`src/rtl/coh_pkg.sv`:
```
// Shared types for the line-coherence agent.
// Assumes: state and op encodings below are fixed; ports carry them as plain vectors.
package coh_pkg;

    typedef enum logic [2:0] {
        LS_INV = 3'd0,
        LS_SHR = 3'd1,
        LS_EXC = 3'd2,
        LS_FWD = 3'd3,
        LS_MOD = 3'd4
    } line_st_e;

    typedef enum logic [1:0] {
        BOP_NONE = 2'd0,
        BOP_READ = 2'd1,
        BOP_RFO  = 2'd2,
        BOP_WB   = 2'd3
    } bus_op_e;

    localparam logic [1:0] CPU_RD = 2'd0;
    localparam logic [1:0] CPU_WR = 2'd1;
    localparam logic [1:0] CPU_EV = 2'd2;

    // True when a holder in this state must answer a snoop with data.
    function automatic logic st_supplies(line_st_e s);
        return (s == LS_MOD) || (s == LS_EXC) || (s == LS_FWD);
    endfunction

endpackage

```
`src/rtl/coh_line_store.sv`:
```
// Per-slot state, tag and data registers.
// Two combinational read ports (snoop side A, CPU side B) and two write ports.
// Port A (snoop) only changes state and wins over port B on the same slot.
// Assumes NUM_LINES is a power of two; only state is reset.
module coh_line_store
    import coh_pkg::*;
#(
    parameter int NUM_LINES = 8,
    parameter int IDX_W     = $clog2(NUM_LINES),
    parameter int TAG_W     = 7,
    parameter int DATA_W    = 32
) (
    input  logic              clk,
    input  logic              rst_n,
    input  logic [IDX_W-1:0]  ra_idx,
    output line_st_e          ra_state,
    output logic [TAG_W-1:0]  ra_tag,
    output logic [DATA_W-1:0] ra_data,
    input  logic [IDX_W-1:0]  rb_idx,
    output line_st_e          rb_state,
    output logic [TAG_W-1:0]  rb_tag,
    output logic [DATA_W-1:0] rb_data,
    input  logic              wa_en,
    input  logic [IDX_W-1:0]  wa_idx,
    input  line_st_e          wa_state,
    input  logic              wb_en,
    input  logic [IDX_W-1:0]  wb_idx,
    input  line_st_e          wb_state,
    input  logic [TAG_W-1:0]  wb_tag,
    input  logic [DATA_W-1:0] wb_data
);

    line_st_e          st_q  [NUM_LINES];
    logic [TAG_W-1:0]  tag_q [NUM_LINES];
    logic [DATA_W-1:0] dat_q [NUM_LINES];

    for (genvar g = 0; g < NUM_LINES; g++) begin : g_slot
        // Slot state: snoop write first, then local/fill write.
        always_ff @(posedge clk) begin
            if (!rst_n) begin
                st_q[g] <= LS_INV;
            end else if (wa_en && wa_idx == IDX_W'(g)) begin
                st_q[g] <= wa_state;
            end else if (wb_en && wb_idx == IDX_W'(g)) begin
                st_q[g] <= wb_state;
            end
        end

        // Slot tag and data: written only by the local/fill port.
        always_ff @(posedge clk) begin
            if (wb_en && wb_idx == IDX_W'(g)) begin
                tag_q[g] <= wb_tag;
                dat_q[g] <= wb_data;
            end
        end
    end

    // Combinational read ports.
    always_comb begin
        ra_state = st_q[ra_idx];
        ra_tag   = tag_q[ra_idx];
        ra_data  = dat_q[ra_idx];
        rb_state = st_q[rb_idx];
        rb_tag   = tag_q[rb_idx];
        rb_data  = dat_q[rb_idx];
    end

    // a snoop may only demote a slot, never grant ownership.
    a_r7_snoop_only_demotes: assert property (@(posedge clk) disable iff (!rst_n)
        wa_en |-> (wa_state == LS_INV || wa_state == LS_SHR));

endmodule

```
`src/rtl/coh_snoop_resp.sv`:
```
// Snoop decision and registered snoop reply.
// Decides the new slot state combinationally and registers the reply for one cycle.
// Assumes the caller supplies the slot state/data read for the snooped index.
module coh_snoop_resp
    import coh_pkg::*;
#(
    parameter int DATA_W = 32
) (
    input  logic              clk,
    input  logic              rst_n,
    input  logic              snp_valid,
    input  logic              snp_rfo,
    input  line_st_e          line_state,
    input  logic              tag_hit,
    input  logic [DATA_W-1:0] line_data,
    output logic              upd_en,
    output line_st_e          upd_state,
    output logic              rsp_valid,
    output logic              rsp_supply,
    output logic              rsp_shared,
    output logic              rsp_dirty,
    output logic [DATA_W-1:0] rsp_data
);

    logic hit;
    logic give;

    // Hit detection and next state for the snooped slot.
    always_comb begin
        hit       = snp_valid && tag_hit && (line_state != LS_INV);
        give      = hit && st_supplies(line_state);
        upd_en    = hit;
        upd_state = snp_rfo ? LS_INV : LS_SHR;
    end

    // Registered reply, one cycle after the snoop.
    always_ff @(posedge clk) begin
        if (!rst_n) begin
            rsp_valid  <= 1'b0;
            rsp_supply <= 1'b0;
            rsp_shared <= 1'b0;
            rsp_dirty  <= 1'b0;
            rsp_data   <= '0;
        end else begin
            rsp_valid  <= snp_valid;
            rsp_supply <= give;
            rsp_shared <= hit;
            rsp_dirty  <= hit && (line_state == LS_MOD);
            rsp_data   <= give ? line_data : '0;
        end
    end

    // dirty data is always supplied, and only inside a reply.
    a_r7_dirty_needs_supply: assert property (@(posedge clk) disable iff (!rst_n)
        rsp_dirty |-> (rsp_supply && rsp_shared && rsp_valid));

endmodule

```
`src/rtl/coh_miss_seq.sv`:
```
// Sequencer for the single outstanding bus transaction.
// Optionally performs a victim writeback, then the read or ownership request,
// and produces the slot fill and the local completion.
// Assumes bus_resp_valid arrives only while bus_req_valid is high.
module coh_miss_seq
    import coh_pkg::*;
#(
    parameter int ADDR_W = 10,
    parameter int IDX_W  = 3,
    parameter int TAG_W  = ADDR_W - IDX_W,
    parameter int DATA_W = 32
) (
    input  logic              clk,
    input  logic              rst_n,
    input  logic              start,
    input  logic              start_wb,
    input  logic              start_wb_only,
    input  bus_op_e           start_op,
    input  logic [ADDR_W-1:0] start_addr,
    input  logic [ADDR_W-1:0] victim_addr,
    input  logic [DATA_W-1:0] victim_data,
    input  logic [DATA_W-1:0] start_wdata,
    input  logic              bus_resp_valid,
    input  logic [DATA_W-1:0] bus_resp_data,
    input  logic              bus_resp_shared,
    input  logic              bus_resp_fwd,
    output logic              busy,
    output logic              bus_req_valid,
    output logic [1:0]        bus_req_op,
    output logic [ADDR_W-1:0] bus_req_addr,
    output logic [DATA_W-1:0] bus_req_data,
    output logic              fill_en,
    output logic [IDX_W-1:0]  fill_idx,
    output line_st_e          fill_state,
    output logic [TAG_W-1:0]  fill_tag,
    output logic [DATA_W-1:0] fill_data,
    output logic              done,
    output logic [DATA_W-1:0] done_data
);

    typedef enum logic [1:0] {PH_IDLE, PH_WB, PH_REQ} phase_e;

    phase_e            phase_q;
    bus_op_e           op_q;
    logic              wb_only_q;
    logic [ADDR_W-1:0] addr_q;
    logic [ADDR_W-1:0] vaddr_q;
    logic [DATA_W-1:0] vdata_q;
    logic [DATA_W-1:0] wdata_q;

    // Phase register and request capture.
    always_ff @(posedge clk) begin
        if (!rst_n) begin
            phase_q   <= PH_IDLE;
            op_q      <= BOP_NONE;
            wb_only_q <= 1'b0;
            addr_q    <= '0;
            vaddr_q   <= '0;
            vdata_q   <= '0;
            wdata_q   <= '0;
        end else begin
            case (phase_q)
                PH_IDLE: if (start) begin
                    phase_q   <= start_wb ? PH_WB : PH_REQ;
                    op_q      <= start_op;
                    wb_only_q <= start_wb_only;
                    addr_q    <= start_addr;
                    vaddr_q   <= victim_addr;
                    vdata_q   <= victim_data;
                    wdata_q   <= start_wdata;
                end
                PH_WB:   if (bus_resp_valid) phase_q <= wb_only_q ? PH_IDLE : PH_REQ;
                PH_REQ:  if (bus_resp_valid) phase_q <= PH_IDLE;
                default: phase_q <= PH_IDLE;
            endcase
        end
    end

    // Bus request outputs follow the registered phase.
    always_comb begin
        busy          = (phase_q != PH_IDLE);
        bus_req_valid = busy;
        bus_req_op    = (phase_q == PH_WB) ? BOP_WB : (busy ? op_q : BOP_NONE);
        bus_req_addr  = (phase_q == PH_WB) ? vaddr_q : addr_q;
        bus_req_data  = (phase_q == PH_WB) ? vdata_q : '0;
    end

    // Slot fill and local completion on each bus reply.
    always_comb begin
        fill_en    = 1'b0;
        fill_idx   = addr_q[IDX_W-1:0];
        fill_state = LS_INV;
        fill_tag   = addr_q[ADDR_W-1:IDX_W];
        fill_data  = wdata_q;
        done       = 1'b0;
        done_data  = wdata_q;
        if (bus_resp_valid && phase_q == PH_WB) begin
            fill_en   = 1'b1;
            fill_tag  = vaddr_q[ADDR_W-1:IDX_W];
            fill_data = vdata_q;
            done      = wb_only_q;
            done_data = vdata_q;
        end else if (bus_resp_valid && phase_q == PH_REQ) begin
            fill_en = 1'b1;
            done    = 1'b1;
            if (op_q == BOP_READ) begin
                fill_state = (bus_resp_shared || bus_resp_fwd) ? LS_FWD : LS_EXC;
                fill_data  = bus_resp_data;
                done_data  = bus_resp_data;
            end else begin
                fill_state = LS_MOD;
            end
        end
    end

    // a pending request holds steady until its reply.
    a_r12_req_held: assert property (@(posedge clk) disable iff (!rst_n)
        (bus_req_valid && !bus_resp_valid) |=>
            (bus_req_valid && $stable(bus_req_op) && $stable(bus_req_addr)));

    // a victim writeback for a miss is followed by the miss request itself.
    a_r10_wb_then_miss: assert property (@(posedge clk) disable iff (!rst_n)
        (bus_req_valid && bus_req_op == BOP_WB && bus_resp_valid && !done) |=>
            (bus_req_valid && bus_req_op != BOP_WB));

endmodule

```
`src/rtl/coh_line_agent.sv`:
```
// Top of the line-coherence agent: local request decode, snoop path,
// storage and bus sequencer.
// Assumes: one snoop per cycle; no snoop to the address of the agent's own
// pending miss; cpu_req_op value 3 is treated as a no-op.
module coh_line_agent
    import coh_pkg::*;
#(
    parameter int NUM_LINES = 8,
    parameter int ADDR_W    = 10,
    parameter int DATA_W    = 32
) (
    input  logic              clk,
    input  logic              rst_n,
    input  logic              cpu_req_valid,
    input  logic [1:0]        cpu_req_op,
    input  logic [ADDR_W-1:0] cpu_req_addr,
    input  logic [DATA_W-1:0] cpu_req_wdata,
    output logic              cpu_req_ready,
    output logic              cpu_resp_valid,
    output logic [DATA_W-1:0] cpu_resp_rdata,
    input  logic              snp_valid,
    input  logic              snp_rfo,
    input  logic [ADDR_W-1:0] snp_addr,
    output logic              snp_rsp_valid,
    output logic              snp_rsp_supply,
    output logic              snp_rsp_shared,
    output logic              snp_rsp_dirty,
    output logic [DATA_W-1:0] snp_rsp_data,
    output logic              bus_req_valid,
    output logic [1:0]        bus_req_op,
    output logic [ADDR_W-1:0] bus_req_addr,
    output logic [DATA_W-1:0] bus_req_data,
    input  logic              bus_resp_valid,
    input  logic [DATA_W-1:0] bus_resp_data,
    input  logic              bus_resp_shared,
    input  logic              bus_resp_fwd
);

    localparam int IDX_W = $clog2(NUM_LINES);
    localparam int TAG_W = ADDR_W - IDX_W;

    // Storage wiring.
    line_st_e          sn_state, cu_state;
    logic [TAG_W-1:0]  sn_tag, cu_tag;
    logic [DATA_W-1:0] sn_data, cu_data;
    logic              sn_upd_en;
    line_st_e          sn_upd_state;

    // Sequencer wiring.
    logic              seq_busy;
    logic              fill_en;
    logic [IDX_W-1:0]  fill_idx;
    line_st_e          fill_state;
    logic [TAG_W-1:0]  fill_tag;
    logic [DATA_W-1:0] fill_data;
    logic              seq_done;
    logic [DATA_W-1:0] seq_done_data;

    // Local decode.
    logic              accept, cpu_hit;
    logic              need_bus, need_wb, wb_only;
    bus_op_e           miss_op;
    logic              loc_upd;
    line_st_e          loc_state;
    logic [DATA_W-1:0] loc_data;
    logic              wb_en;
    logic [IDX_W-1:0]  wb_idx;
    line_st_e          wb_state;
    logic [TAG_W-1:0]  wb_tag;
    logic [DATA_W-1:0] wb_data;

    // Snoop has priority; only one bus transaction at a time.
    always_comb begin
        cpu_req_ready = !snp_valid && !seq_busy;
        accept        = cpu_req_valid && cpu_req_ready;
        cpu_hit       = (cu_state != LS_INV) && (cu_tag == cpu_req_addr[ADDR_W-1:IDX_W]);
    end

    // Classify the local request into a silent update or a bus transaction.
    always_comb begin
        need_bus  = 1'b0;
        need_wb   = 1'b0;
        wb_only   = 1'b0;
        miss_op   = BOP_READ;
        loc_upd   = 1'b0;
        loc_state = cu_state;
        loc_data  = cu_data;
        case (cpu_req_op)
            CPU_RD: if (!cpu_hit) begin
                need_bus = 1'b1;
                need_wb  = (cu_state == LS_MOD);
            end
            CPU_WR: begin
                miss_op = BOP_RFO;
                if (cpu_hit && (cu_state == LS_EXC || cu_state == LS_MOD)) begin
                    loc_upd   = 1'b1;
                    loc_state = LS_MOD;
                    loc_data  = cpu_req_wdata;
                end else begin
                    need_bus = 1'b1;
                    need_wb  = !cpu_hit && (cu_state == LS_MOD);
                end
            end
            CPU_EV: if (cpu_hit && cu_state == LS_MOD) begin
                need_bus = 1'b1;
                need_wb  = 1'b1;
                wb_only  = 1'b1;
            end else if (cpu_hit) begin
                loc_upd   = 1'b1;
                loc_state = LS_INV;
            end
            default: ;
        endcase
    end

    // Local/fill write port: fills only while busy, local updates only while idle.
    always_comb begin
        wb_en    = fill_en || (accept && loc_upd);
        wb_idx   = fill_en ? fill_idx   : cpu_req_addr[IDX_W-1:0];
        wb_state = fill_en ? fill_state : loc_state;
        wb_tag   = fill_en ? fill_tag   : cpu_req_addr[ADDR_W-1:IDX_W];
        wb_data  = fill_en ? fill_data  : loc_data;
    end

    // Local completion register.
    always_ff @(posedge clk) begin
        if (!rst_n) begin
            cpu_resp_valid <= 1'b0;
            cpu_resp_rdata <= '0;
        end else begin
            cpu_resp_valid <= (accept && !need_bus) || seq_done;
            if (seq_done)
                cpu_resp_rdata <= seq_done_data;
            else if (accept)
                cpu_resp_rdata <= (cpu_req_op == CPU_WR) ? cpu_req_wdata : cu_data;
        end
    end

    coh_line_store #(
        .NUM_LINES (NUM_LINES),
        .IDX_W     (IDX_W),
        .TAG_W     (TAG_W),
        .DATA_W    (DATA_W)
    ) u_store (
        .clk      (clk),
        .rst_n    (rst_n),
        .ra_idx   (snp_addr[IDX_W-1:0]),
        .ra_state (sn_state),
        .ra_tag   (sn_tag),
        .ra_data  (sn_data),
        .rb_idx   (cpu_req_addr[IDX_W-1:0]),
        .rb_state (cu_state),
        .rb_tag   (cu_tag),
        .rb_data  (cu_data),
        .wa_en    (sn_upd_en),
        .wa_idx   (snp_addr[IDX_W-1:0]),
        .wa_state (sn_upd_state),
        .wb_en    (wb_en),
        .wb_idx   (wb_idx),
        .wb_state (wb_state),
        .wb_tag   (wb_tag),
        .wb_data  (wb_data)
    );

    coh_snoop_resp #(
        .DATA_W (DATA_W)
    ) u_snoop (
        .clk        (clk),
        .rst_n      (rst_n),
        .snp_valid  (snp_valid),
        .snp_rfo    (snp_rfo),
        .line_state (sn_state),
        .tag_hit    (sn_tag == snp_addr[ADDR_W-1:IDX_W]),
        .line_data  (sn_data),
        .upd_en     (sn_upd_en),
        .upd_state  (sn_upd_state),
        .rsp_valid  (snp_rsp_valid),
        .rsp_supply (snp_rsp_supply),
        .rsp_shared (snp_rsp_shared),
        .rsp_dirty  (snp_rsp_dirty),
        .rsp_data   (snp_rsp_data)
    );

    coh_miss_seq #(
        .ADDR_W (ADDR_W),
        .IDX_W  (IDX_W),
        .TAG_W  (TAG_W),
        .DATA_W (DATA_W)
    ) u_seq (
        .clk             (clk),
        .rst_n           (rst_n),
        .start           (accept && need_bus),
        .start_wb        (need_wb),
        .start_wb_only   (wb_only),
        .start_op        (miss_op),
        .start_addr      (cpu_req_addr),
        .victim_addr     ({cu_tag, cpu_req_addr[IDX_W-1:0]}),
        .victim_data     (cu_data),
        .start_wdata     (cpu_req_wdata),
        .bus_resp_valid  (bus_resp_valid),
        .bus_resp_data   (bus_resp_data),
        .bus_resp_shared (bus_resp_shared),
        .bus_resp_fwd    (bus_resp_fwd),
        .busy            (seq_busy),
        .bus_req_valid   (bus_req_valid),
        .bus_req_op      (bus_req_op),
        .bus_req_addr    (bus_req_addr),
        .bus_req_data    (bus_req_data),
        .fill_en         (fill_en),
        .fill_idx        (fill_idx),
        .fill_state      (fill_state),
        .fill_tag        (fill_tag),
        .fill_data       (fill_data),
        .done            (seq_done),
        .done_data       (seq_done_data)
    );

    // a write hit on an owned line completes next cycle without bus traffic.
    a_r4_silent_owned_write: assert property (@(posedge clk) disable iff (!rst_n)
        (accept && cpu_req_op == CPU_WR && cpu_hit && (cu_state == LS_EXC || cu_state == LS_MOD))
            |=> (cpu_resp_valid && !bus_req_valid));

    // a local request that meets a snoop is not taken in that cycle.
    a_r11_snoop_first: assert property (@(posedge clk) disable iff (!rst_n)
        (snp_valid && cpu_req_valid && !bus_req_valid) |=> (!cpu_resp_valid && !bus_req_valid));

endmodule

```
`config.mk`:
```
export PLATFORM = sky130hd
export DESIGN_NAME = coh_line_agent
export DESIGN_NICKNAME = d
export VERILOG_FILES = /design/src/rtl/coh_pkg.sv /design/src/rtl/coh_line_store.sv /design/src/rtl/coh_snoop_resp.sv /design/src/rtl/coh_miss_seq.sv /design/src/rtl/coh_line_agent.sv
export SDC_FILE = /design/constraint.sdc
export NUM_CORES = 1
export LEC_CHECK = 0
export BUFFER_PORTS_ARGS = -buffer_cell sky130_fd_sc_hd__buf_2
export CAP_MARGIN = 20
export CORE_MARGIN = 2
export CORE_UTILIZATION = 35
export CTS_BUF_LIST = sky130_fd_sc_hd__clkbuf_8
export DETAILED_ROUTE_END_ITERATION = 6
export HOLD_SLACK_MARGIN = 0.08
export PLACE_DENSITY_LB_ADDON = 0.08
export SLEW_MARGIN = 25
export SYNTH_ARGS = -nofsm -noshare
export SYNTH_HDL_FRONTEND = slang
export SYNTH_SLANG_ARGS = --single-unit
```
`constraint.sdc`:
```
create_clock -name clk -period 4.26 [get_ports clk]
set_input_delay 0.426 -clock clk [delete_from_list [all_inputs] [get_ports clk]]
set_output_delay 0.426 -clock clk [all_outputs]
set_load 0.02 [all_outputs]
```
### Word level (Yosys, flattened, before mapping)

Memory sizes are Yosys's and may differ from the RTL's. A register that Yosys moved wholly into a read port is not among the register bits.
Cells that the tools add are included.

* equal/unequal tests: 29
* mux-type cells: 171
* multipliers: 0
* div/mod/pow operators: 0
* bitwise logic cells: 16
* shift-type cells: 0
* order comparisons: 0
* reductions and logical operators: 67
* add/subtract/negate cells: 0

Operators by type and width (count)
* $mux 32: 17
* $reduce_or 32->1: 7
* $mux 3: 38
* $mux 1: 93
* $mux 7: 9
* $reduce_or 7->1: 7
* $logic_and 1x1->1: 31
* $eq 3x3->1 const B: 10
* $eq 3x2->1 const B: 7
* $mux 2: 8
* $or 1x1->1: 16
* $eq 7x7->1: 2
* $mux 10: 1
* $eq 2x1->1 const B: 3
* $eq 3x1->1 const B: 2
* $logic_not 3->1: 2
* $logic_or 1x1->1: 6
* $pmux 1 s3: 2
* $pmux 2 s3: 1
* $pmux 3 s2: 1
* $reduce_bool 3->1: 2
* $logic_not 1->1: 5
* $eq 2x2->1 const B: 2
* $logic_not 2->1: 2
* 6 further kinds: 9

* word-level logic and storage cells: 299
* memories kept: 3
* bits in latches: 0
* bits of input ports: 94
* output and inout port bits: 115
* memory bits (read-only): 0
* memory bits (writable): 336
* flip-flop bits (word level): 126

Memory list
* u_store.dat_q: depth 8, width 32, rd ports 2, clocked after memory_dff 1, write ports 1, RTL line coh_line_store.sv:35 `logic [DATA_W-1:0] dat_q [NUM_LINES];`
* u_store.tag_q: depth 8, width 7, rd ports 2, clocked after memory_dff 0, write ports 1, RTL line coh_line_store.sv:34 `logic [TAG_W-1:0] tag_q [NUM_LINES];`
* u_store.st_q: depth 8, width 3, rd ports 2, clocked after memory_dff 0, write ports 8, RTL line coh_line_store.sv:33 `line_st_e st_q [NUM_LINES];`

### Depth between registers and ports, before layout

Gate-level depths: netlist of run 1.
An unclocked memory read counts as a cell.

* depth after elaboration: 19
* depth in mapped cells: 13

### Cells and area by module

A second synthesis of run 1 with hierarchy kept.

* cells, all modules: 1942
* area total of the unflattened synthesis: 25201.7 um2

Modules (own cells, without submodules)
* coh_line_store: seq. area each 10089.7 um2, cells each 697, area each 15648.8 um2, instances 1
* coh_miss_seq: seq. area each 1781.7 um2, cells each 669, area each 4887.2 um2, instances 1
* coh_line_agent: seq. area each 660.6 um2, cells each 444, area each 3254.4 um2, instances 1
* coh_snoop_resp: seq. area each 720.7 um2, cells each 132, area each 1411.4 um2, instances 1

### Worst setup path before layout of run 1

OpenSTA, ideal clock, no wires.

* path kind: in2reg
* start: input port cpu_req_addr[0]
* end: memory u_store.dat_q[3][0], enable pin
* stages: 9
* data arrival time: 4069 ps
* setup slack: -244 ps
* library setup time: 435 ps
* required time: 3825 ps
* path through: buf_6 -> mux4_2 -> mux2i_1 -> xor2_1 -> nand2_1 -> or4_1 -> clkbuf_1 -> o21a_1 -> nor2_1

* longest elaborated chain between the ends: 19

Ends and longest elaborated chain
* start: declaration: RTL line coh_line_agent.sv:16 `input logic [ADDR_W-1:0] cpu_req_addr,`
* $mem_v2 8x7 / $mem_v2 8x3 (equally long branches)
* $eq 7x7->1 (tied with other cells): RTL line coh_line_agent.sv:76 `cpu_hit = (cu_state != LS_INV) && (cu_tag == cpu_req_addr[ADDR_W-1:IDX_W]);`
* $logic_and 1x1->1 / $logic_or 1x1->1 (equally long branches): RTL line coh_line_agent.sv:76, coh_line_agent.sv:95
* $mux 1 (tied with other cells): RTL line coh_line_agent.sv:108 `end else if (cpu_hit) begin`
* $mux 1 (on tied branches): RTL line coh_line_agent.sv:104, coh_line_agent.sv:95
* $pmux 1 s2: RTL line coh_line_agent.sv:88 `case (cpu_req_op)`
* $logic_and 1x1->1: RTL line coh_line_agent.sv:118 `wb_en = fill_en || (accept && loc_upd);`
* $logic_or 1x1->1: RTL line coh_line_agent.sv:118
* $logic_and 1x1->1: RTL line coh_line_store.sv:51 `if (wb_en && wb_idx == IDX_W'(g)) begin`
* $mux 1: RTL line coh_line_store.sv:51
* $mux 1 (implied by the code): RTL line coh_line_store.sv:53 `dat_q[g] <= wb_data;`
* $reduce_or 32->1 (no source line)
* $mux 3 (no source line) / $mux 1 (equally long branches) (7 in series)
* end: declaration: RTL line coh_line_store.sv:35

Parallel ways exist; a longest one is shown, timed or not.

==> results of run 1 <==
-- cell usage in the layout (no fill, tap or decap), types with 83 or more instances in the layout --
master / Yosys / layout
nand2_1: 117 / 115
edfxtp_1: 336 / 336
mux4_2: 152 / 152
a21oi_1: 105 / 104
nor2b_1: 83 / 83
buf_2: 12 / 203
clkbuf_8: 0 / 93
nor2_1: 102 / 92
mux2i_1: 179 / 179
dfxtp_1: 155 / 155
-- through the flow --
step / total power, mW / instances / utilization, % / setup WS [ns] / setup TNS (ns)
floorplan: 5.987 / 1727 / - / -0.2440 / -19.03
global route: 11.02 / 2949 / 42.03 / 0.3390 / 0
global placement: 6.345 / 2742 / 38.88 / 0.08588 / 0
finish: 10.57 / 2949 / 42.03 / 0.5278 / 0
CTS: 10.72 / 2946 / 42.01 / 0.5360 / 0
detailed placement: 6.354 / 2742 / 38.88 / -0.04231 / -0.3365
-- timing repair --
item	CTS	global route
endpoints found under the hold margin	43	0
hold buffers	40	0
gates resized for setup	0	0
-- sequential cells by signal, indices dropped and copies added, names as in the netlist, 7 cells and up --
register and count:
u_store.dat_q 256, u_store.tag_q 56, cpu_resp_rdata 32, u_seq.vdata_q 32, u_seq.wdata_q 32, u_snoop.rsp_data 32
u_store.st_q 24, u_seq.vaddr_q 10, u_seq.addr_q 7
-- worst max-delay path, cell delays in order, from the launching register on --
cell and delay (ns):
edfxtp_1 0.42, mux4_2 0.47, mux2i_1 0.21, xor2_1 0.31, o2111ai_1 0.24, nor4_4 0.42
nand2_2 0.12, buf_4 0.30, mux2i_1 0.17, a21oi_1 0.72
-- metal layers --
metal | wire (µm) | global-route usage [%] | vias to the layer above | part of all wire [%]
met5 | 0 | 0 | - | 0
li1 | - | - | 7191 | -
met2 | 35090 | 34.82 | 534 | 47
met4 | 1244 | 5.528 | 0 | 1.7
met3 | 4090 | 3.123 | 96 | 5.5
met1 | 33570 | 29.03 | 8144 | 45
-- power groups by stage --
stage | Clock, mW | Sequential [mW] | Combinational (mW)
3_5_place_dp | 0 | 5.33 | 1.02
2_1_floorplan | 0 | 5.34 | 0.648
3_3_place_gp | 0 | 5.33 | 1.01
4_1_cts | 4.44 | 5.23 | 1.05
6_report | 4.29 | 5.23 | 1.04
5_1_grt | 4.66 | 5.24 | 1.13
-- worst min path at each step --
stage	startpoint	end	slack (ns)	cells after the start
floorplan	u_seq.vaddr_q[3]	u_seq.vaddr_q[3]	0.44	2
global placement	u_seq.vaddr_q[3]	u_seq.vaddr_q[3]	0.45	2
detailed placement	u_seq.vaddr_q[3]	u_seq.vaddr_q[3]	0.46	2
CTS	bus_resp_valid	u_seq.phase_q[1]	0.17	3
global route	bus_resp_valid	u_seq.phase_q[0]	0.25	3
finish	bus_resp_valid	u_seq.phase_q[1]	0.23	3
-- cell families after synthesis --
kind of cell	after synthesis	share of synthesized area [%]
xor gates and xnor gates	13	0.4806
muxes	375	24.23
DFF	491	55.69
and+or+nand+nor	422	8.905
buffers and inverters	147	2.836
AOI/OAI and AO/OA	275	7.653
adders and majority gates	4	0.2113
-- area by class of cell --
type / count / area (µm²) / area share [%]
clock buffers: 93 / 1280 / 4.543
multi-input cells: 1089 / 9968 / 35.38
clock inverters: 71 / 422.9 / 1.501
flip-flops and latches: 491 / 13190 / 46.83
inverters: 14 / 52.55 / 0.1865
repair buffers: 315 / 2157 / 7.656
well taps: 873 / 1092 / 3.877
diodes: 3 / 7.507 / 0.02665
==> impl_metrics.env, run 1 <==
export IMPL_status="complete, no violations"
export IMPL_portBuffers=208
export IMPL_hp_class="primary input to flop"
export IMPL_rsz0062_at_grt="false"
export IMPL_cp_arrival_ns=4.07
export IMPL_drv_cap=0
export IMPL_htree_num_levels=3
export IMPL_clkTransAtPathRegs_ns=0.07
export IMPL_endpoint="u_store.dat_q[3][31]"
export IMPL_cts_num_sinks=491
export IMPL_fp_row_count=95
export IMPL_synthCells=1727
export IMPL_synth_most_common_cell="edfxtp_1"
export IMPL_die_x_um=264.2
export IMPL_drt_initial_drc_count=1117
export IMPL_cts_tree="built"
export IMPL_via_per_inst=5.414
export IMPL_gp_congestion=0.8375
export IMPL_firstDrtPassIters=7
export IMPL_power_switching_mw=2.675
export IMPL_fmax_ghz=0.2679
export IMPL_max_slew_margin_pct=38.80
export IMPL_clockBufferDepth=3
export IMPL_critPathKind="flop to flop"
export IMPL_peakVddDrop_v=0.0002012
export IMPL_finalCritPeriodShare_pct=87.61
export IMPL_nets=2097
export IMPL_yosysUniqueCellTypes=59
export IMPL_rr_endpoint="u_store.dat_q[3][31]"
export IMPL_start_kind="flop"
export IMPL_final_max_slew_violation_count=0
export IMPL_combPwrFrac_pct=9.9
export IMPL_wire_per_inst_um=25.09
export IMPL_synth_cell_area_mm2=0.02369
export IMPL_seq_power_share_pct=49.5
export IMPL_postRouteAntennaNets=0
export IMPL_place_area_mm2=0.02606
export IMPL_grt_pass1_wl_um=109500
export IMPL_grt_pass1_vias=16670
export IMPL_fill_cells=6292
export IMPL_antenna_found_initial=1
export IMPL_final_area_mm2=0.02817
export IMPL_crit_path_start="u_store.tag_q[0][1]"
export IMPL_cts_made_buffers=88
export IMPL_synth_nets=1825
export IMPL_reg2reg_slack_ns=0.53
export IMPL_critPathMaxFanout=19
export IMPL_finClkSkew_ns=0.03842
export IMPL_worstMarginPinSlew_ns=0.9180
export IMPL_dieArea_mm2=0.06978
export IMPL_vias=15965
export IMPL_fp_coreArea_mm2=0.06704
export IMPL_ys_seq_area_share_pct=55.69
export IMPL_hold_viol_final=0
export IMPL_cp_data_required_time_ns=4.60
export IMPL_cts_post_setup_buffers_inserted=0
export IMPL_yosys_warnings=0
export IMPL_start_util_pct=35.34
export IMPL_synth_area_leaders="edfxtp_1, mux4_2, dfxtp_1"
export IMPL_drc=0
export IMPL_grt_ovfl_total=0
export IMPL_fin_crit_ns=3.732
export IMPL_synth_top_cell_area_share_pct=42.59
export IMPL_clock_latency_ns=0.69
export IMPL_async_reset_ff_share_pct=0
export IMPL_power_density_mw_per_mm2=375.1
export IMPL_p_int_mw=7.893
export IMPL_r2r_start="u_store.tag_q[0][1]"
export IMPL_ios=209
export IMPL_drive_gt1_share_pct=29.76
export IMPL_synth_ff_type="edfxtp_1"
export IMPL_p_sw_share_pct=25.31
export IMPL_yosysTopAreaCell="edfxtp_1"
export IMPL_grtUsageTotal_pct=21.06
export IMPL_grt_start_max_net_pins=78
export IMPL_synth_seq_cells=491
export IMPL_cts_root_buffer="clkbuf_8"
export IMPL_power_leakage_nw=10.88
export IMPL_synth_edff_count=336
export IMPL_rr_worst_depth=9
export IMPL_hpwl_um=46560
export IMPL_end_kind="flop"
export IMPL_syn_avg_cell_area_um2=13.72
export IMPL_wl_um=73990
export IMPL_die_h_um=264.2
export IMPL_syn_to_final_growth_pct=18.92
export IMPL_ys_top_cells_by_count="edfxtp_1, mux2i_1, dfxtp_1, mux4_2, nand2_1"
export IMPL_hold_ws_ns=0.2350
export IMPL_power_share_clock_pct=40.6
export IMPL_setup_violations_final=0
No activity file was read; power rests on OpenSTA's default activity.
==> inputs of run 2 (changes only) <==
Clock period 4.26 ns to 3.15 ns, I/O delays scaled along.
==> impl_metrics.env, run 2 (synthesized netlist as in run 1, its figures left out) <==
export IMPL_start_util_pct=35.34
export IMPL_fp_row_count=95
export IMPL_final_cell_mix="edfxtp_1, buf_2, mux2i_1"
export IMPL_place_area_mm2=0.02682
export IMPL_cts_made_buffers=88
export IMPL_total_power_mw=14.26
export IMPL_finClkSkew_ns=0.03142
export IMPL_wl_met3_um=4536
export IMPL_fmax_ghz=0.3199
export IMPL_dieArea_mm2=0.06978
export IMPL_start_kind="flop"
export IMPL_wire_per_inst_um=25.18
export IMPL_cp_data_required_time_ns=3.59
export IMPL_dpl_worst_slack_ns=-0.5981
export IMPL_dr_max_layer_used="met4"
export IMPL_postRouteAntennaNets=0
export IMPL_hpwl_um=48230
export IMPL_power_density_mw_per_mm2=482.4
export IMPL_layout_commonest_cell="edfxtp_1"
export IMPL_end_kind="flop"
export IMPL_cts_num_sinks=491
export IMPL_critPathMaxFanout=8
export IMPL_firstDrtPassIters=5
export IMPL_m1WireLength_um=34110
export IMPL_drv_cap=0
export IMPL_status="complete, no violations"
export IMPL_drc=0
export IMPL_worstMarginPinSlew_ns=0.8571
export IMPL_grt_start_max_net_pins=118
export IMPL_final_area_mm2=0.02956
export IMPL_hold_viol_final=0
export IMPL_via_per_inst=5.384
export IMPL_cts_tree="built"
export IMPL_gp_congestion=0.8386
export IMPL_max_slew_margin_pct=42.86
export IMPL_final_max_slew_violation_count=0
export IMPL_cp_arrival_ns=3.57
export IMPL_nets=2196
export IMPL_antenna_found_initial=3
export IMPL_clock_latency_ns=0.68
export IMPL_place_inst=2810
export IMPL_cts_root_buffer="clkbuf_8"
export IMPL_peakVddDrop_v=0.0002690
export IMPL_hp_class="primary input to flop"
export IMPL_grtUsageTotal_pct=21.42
export IMPL_grt_pass1_vias=16899
export IMPL_crit_family="multiplexers"
export IMPL_met2_length_um=35990
export IMPL_htree_num_levels=3
export IMPL_crit_chain="mux4_2 -> mux2i_4 -> xor2_2 -> o2111ai_2 -> buf_4 -> nor4_4 -> buf_4 -> nand2_4 -> clkbuf_16 -> buf_12 -> mux2i_2 -> a21oi_4"
export IMPL_critPathKind="flop to flop"
export IMPL_fin_crit_ns=3.126
export IMPL_portBuffers=208
export IMPL_slowest_delay_ns=0.51
export IMPL_vias=16395
export IMPL_drt_initial_drc_count=1219
export IMPL_regMostFlops="u_store.dat_q"
export IMPL_rsz0062_at_grt="true"
export IMPL_power_leakage_nw=11.47
export IMPL_die_h_um=264.2
export IMPL_clkTransAtPathRegs_ns=0.06
export IMPL_fin_cells=3045
export IMPL_finalCritPeriodShare_pct=99.25
export IMPL_top_regs="u_store.dat_q x256, u_store.tag_q x56"
export IMPL_clockBufferDepth=3
export IMPL_fp_coreArea_mm2=0.06704
export IMPL_crit_top_cell="buf_4"
export IMPL_syn_to_final_growth_pct=24.76
export IMPL_grt_ovfl_total=0
export IMPL_setup_violations_final=0
export IMPL_drive_gt1_share_pct=35.21
export IMPL_wl_um=76680
export IMPL_die_x_um=264.2
export IMPL_grt_pass1_wl_um=110700
export IMPL_cp_slowest_cell="mux4_2"
export IMPL_ios=209
export IMPL_cp_num_buf_inv=4
export IMPL_largest_reg_flops=256
export IMPL_final_setup_worst_slack_ns=0.02366
## run 2: cell types whose count changed in the layout (fill, tap and decap cells not counted), sizes merged, moves of 4 or more
| cell | change |
|---|---|
| clkinv | -4 |
| buf | +91 |
| clkbuf | +14 |
| bufinv | -4 |
## run 2: final cells by class
type	instances	area, µm²
fill	6180	37480
sequential	491	13190
multi-input combinational	1090	10240
timing repair buffer	413	3324
clock buffer	101	1390
tap	873	1092
clock inverter	61	256.5
inverter	14	52.55
antenna	2	5.005
## run 2: final timing paths
| kind | to | cells past startpoint | from | slack (ns) |
|---|---|---|---|---|
| worst max register to register | u_store.dat_q[0][31] | 12 | u_store.tag_q[1][1] | 0.02 |
| worst max-delay path | u_store.dat_q[0][31] | 12 | u_store.tag_q[1][1] | 0.02 |
| worst min-delay path | u_seq.phase_q[1] | 3 | bus_resp_valid | 0.14 |
| worst min register to register | u_seq.vaddr_q[3] | 2 | u_seq.vaddr_q[3] | 0.46 |
## run 2: metrics by stage
| step | setup TNS (ns) | util (%) | hold WS [ns] |
|---|---|---|---|
| after global placement | -73.11 | 39.97 | 0.4492 |
| after CTS | 0 | 43.30 | 0.08491 |
| final | 0 | 44.09 | 0.1433 |
| after detailed placement | -148.39 | 40.01 | 0.4571 |
| after floorplan | -6.967 | - | 0.4367 |
| after global routing | -7.326 | 44.09 | 0.1500 |
## run 2: where the power goes
part	total, mW	internal, mW	leakage (nW)	switching (mW)
logic	1.57	0.689	6.19	0.883
clock network	5.61	2.92	0.970	2.70
registers	7.07	7.02	4.31	0.0521
## run 2: metal layers
| layer | global-route usage [%] | vias up |
|---|---|---|
| met3 | 4.018 | 126 |
| met5 | 0 | - |
| li1 | - | 7369 |
| met1 | 29.42 | 8357 |
| met4 | 6.373 | 0 |
| met2 | 34.56 | 543 |
## run 2: worst register-to-register path, cell delays in order, from the launching register on
cell	delay, ns
edfxtp_1	0.41
mux4_2	0.51
mux2i_4	0.22
xor2_2	0.19
o2111ai_2	0.15
buf_4	0.18
nor4_4	0.16
buf_4	0.17
nand2_4	0.09
clkbuf_16	0.21
buf_12	0.14
mux2i_2	0.16
a21oi_4	0.31
## run 2: timing repair
| item | in CTS | in global routing |
|---|---|---|
| setup endpoints to repair | 338 | 515 |
| hold buffers | 41 | 0 |
| pin swaps | 3 | 20 |
| setup buffers | 2 | 22 |
| endpoints found under the hold margin | 76 | 0 |
| cloned | 0 | 7 |
| gates resized for setup | 33 | 30 |
==> inputs of run 3 (changes only) <==
--- a/config.mk
+++ b/config.mk
@@ -13,5 +13,4 @@
 export DETAILED_ROUTE_END_ITERATION = 6
 export HOLD_SLACK_MARGIN = 0.08
-export PLACE_DENSITY_LB_ADDON = 0.08
 export SLEW_MARGIN = 25
 export SYNTH_ARGS = -nofsm -noshare
==> constraint.sdc (replaced) <==
create_clock -name clk -period 3.15 [get_ports clk]
set_input_delay 0.63 -clock clk [delete_from_list [all_inputs] [get_ports clk]]
set_output_delay 0.63 -clock clk [all_outputs]
set_load 0.02 [all_outputs]
==> impl_metrics.env, run 3 (synthesized netlist as in run 1, its figures left out) <==
export IMPL_antenna_found_initial=0
export IMPL_cp_data_required_time_ns=3.50
export IMPL_setup_violations_final=0
export IMPL_drv_cap=0
export IMPL_postRouteAntennaNets=0
export IMPL_cts_made_buffers=86
export IMPL_finClkSkew_ns=0.05022
export IMPL_largest_reg_flops=256
export IMPL_via_per_inst=5.456
export IMPL_grt_pass1_wl_um=106700
export IMPL_wl_um=72020
export IMPL_peakVddDrop_v=0.0003937
export IMPL_antenna_cells=0
export IMPL_firstDrtPassIters=5
export IMPL_rr_worst_depth=12
export IMPL_final_setup_worst_slack_ns=0.06932
export IMPL_status="complete, no violations"
export IMPL_cts_tree="built"
export IMPL_hpwl_um=47230
export IMPL_start_kind="flop"
export IMPL_power_density_mw_per_mm2=505.5
export IMPL_clkTransAtPathRegs_ns=0.06
export IMPL_fin_crit_ns=3.081
export IMPL_syn_to_final_growth_pct=21.64
export IMPL_cp_arrival_ns=3.44
export IMPL_final_cell_mix="edfxtp_1, buf_2, mux2i_1"
export IMPL_end_kind="flop"
export IMPL_portBuffers=208
export IMPL_cts_num_sinks=491
export IMPL_die_x_um=264.2
export IMPL_fill_cells=6181
export IMPL_grt_ovfl_total=0
export IMPL_wire_per_inst_um=24.21
export IMPL_hold_ws_ns=0.2485
export IMPL_grt_start_max_net_pins=73
export IMPL_worstMarginPinSlew_ns=0.9035
export IMPL_final_max_slew_violation_count=0
export IMPL_r2r_start="u_store.tag_q[7][6]"
export IMPL_layout_commonest_cell="edfxtp_1"
export IMPL_start_util_pct=35.34
export IMPL_grtUsageTotal_pct=20.22
export IMPL_dpl_worst_slack_ns=-0.4963
export IMPL_drc=0
export IMPL_max_slew_margin_pct=39.76
export IMPL_fp_coreArea_mm2=0.06704
export IMPL_fmax_ghz=0.3246
export IMPL_gp_congestion=0.9014
export IMPL_htree_num_levels=3
export IMPL_cts_root_buffer="clkbuf_8"
export IMPL_critPathMaxFanout=12
export IMPL_finalSetupTns_ns=0
export IMPL_clockBufferDepth=3
export IMPL_grt_pass1_vias=16969
export IMPL_total_power_mw=14.57
export IMPL_critPathKind="flop to flop"
export IMPL_fp_row_count=95
export IMPL_rr_endpoint="u_store.dat_q[4][21]"
export IMPL_top_regs="u_store.dat_q x256, u_store.tag_q x56"
export IMPL_hp_class="primary input to flop"
export IMPL_finalCritPeriodShare_pct=97.80
export IMPL_drive_gt1_share_pct=35.30
export IMPL_power_leakage_nw=11.18
export IMPL_vias=16231
export IMPL_hold_viol_final=0
export IMPL_drt_initial_drc_count=1626
export IMPL_die_h_um=264.2
export IMPL_ios=209
export IMPL_regMostFlops="u_store.dat_q"
export IMPL_endpoint="u_store.dat_q[4][21]"
export IMPL_dieArea_mm2=0.06978
export IMPL_reg2reg_slack_ns=0.07
export IMPL_crit_path_start="u_store.tag_q[7][6]"
export IMPL_nets=2129
export IMPL_clock_latency_ns=0.69
run 3: per-layer routing:
layer	vias to the layer above	share of wire, %	track usage [%]
li1	7249	-	-
met1	8152	43	27.33
met2	723	47	32.66
met3	107	7.7	4.484
met4	0	2.1	5.881
met5	-	0	0
run 3: final cells by class:
class / instances / area (µm²) / share of cell area [%]
Timing Repair Buffer: 349 / 2569 / 8.914
Multi-Input combinational cell: 1089 / 10150 / 35.23
Clock buffer: 91 / 1252 / 4.346
Inverter: 14 / 52.55 / 0.1824
Tap cell: 873 / 1092 / 3.790
Clock inverter: 68 / 506.7 / 1.758
Sequential cell: 491 / 13190 / 45.78
run 3: worst max-delay path, cell delays in order, from the launching register on:
cell	delay [ns]
edfxtp_1	0.44
mux4_2	0.50
mux2i_2	0.19
xor2_1	0.18
nand2_1	0.14
nor4_4	0.28
buf_4	0.18
buf_4	0.16
a21oi_1	0.11
buf_12	0.15
nor2_4	0.12
buf_4	0.14
buf_12	0.16
run 3: worst min-delay path by stage:
stage                                    to  slack, ns              start  cells past startpoint
after floorplan            u_seq.vaddr_q[3]       0.44   u_seq.vaddr_q[3]                      2
after global placement     u_seq.vaddr_q[4]       0.45   u_seq.vaddr_q[4]                      2
after detailed placement   u_seq.vaddr_q[7]       0.46   u_seq.vaddr_q[7]                      2
after CTS                 u_seq.wdata_q[27]       0.19  cpu_req_wdata[27]                      3
after global routing      u_seq.wdata_q[25]       0.23  cpu_req_wdata[25]                      3
final                     u_seq.wdata_q[27]       0.25  cpu_req_wdata[27]                      3
run 3: what timing repair did:
item,in CTS,in global routing
resized for setup,11,28
endpoints found under the setup margin,85,340
setup buffers,0,8
pin swaps,0,3
hold buffers,0,0
gates cloned,0,7
run 3: through the flow:
step                instances  cell area (µm²)  util (%)
floorplan                1727            23800         -
global placement         2801            26650     39.75
detailed placement       2801            26650     39.75
CTS                      2960            28450     42.44
global route             2975            28820     42.99
finish                   2975            28820     42.99
run 3: power breakdown:
group | leakage, nW | internal [mW] | switching, mW | total [mW]
combinational | 5.88 | 0.614 | 0.824 | 1.44
sequential | 4.31 | 7.02 | 0.0558 | 7.07
clock | 0.987 | 3.28 | 2.77 | 6.05
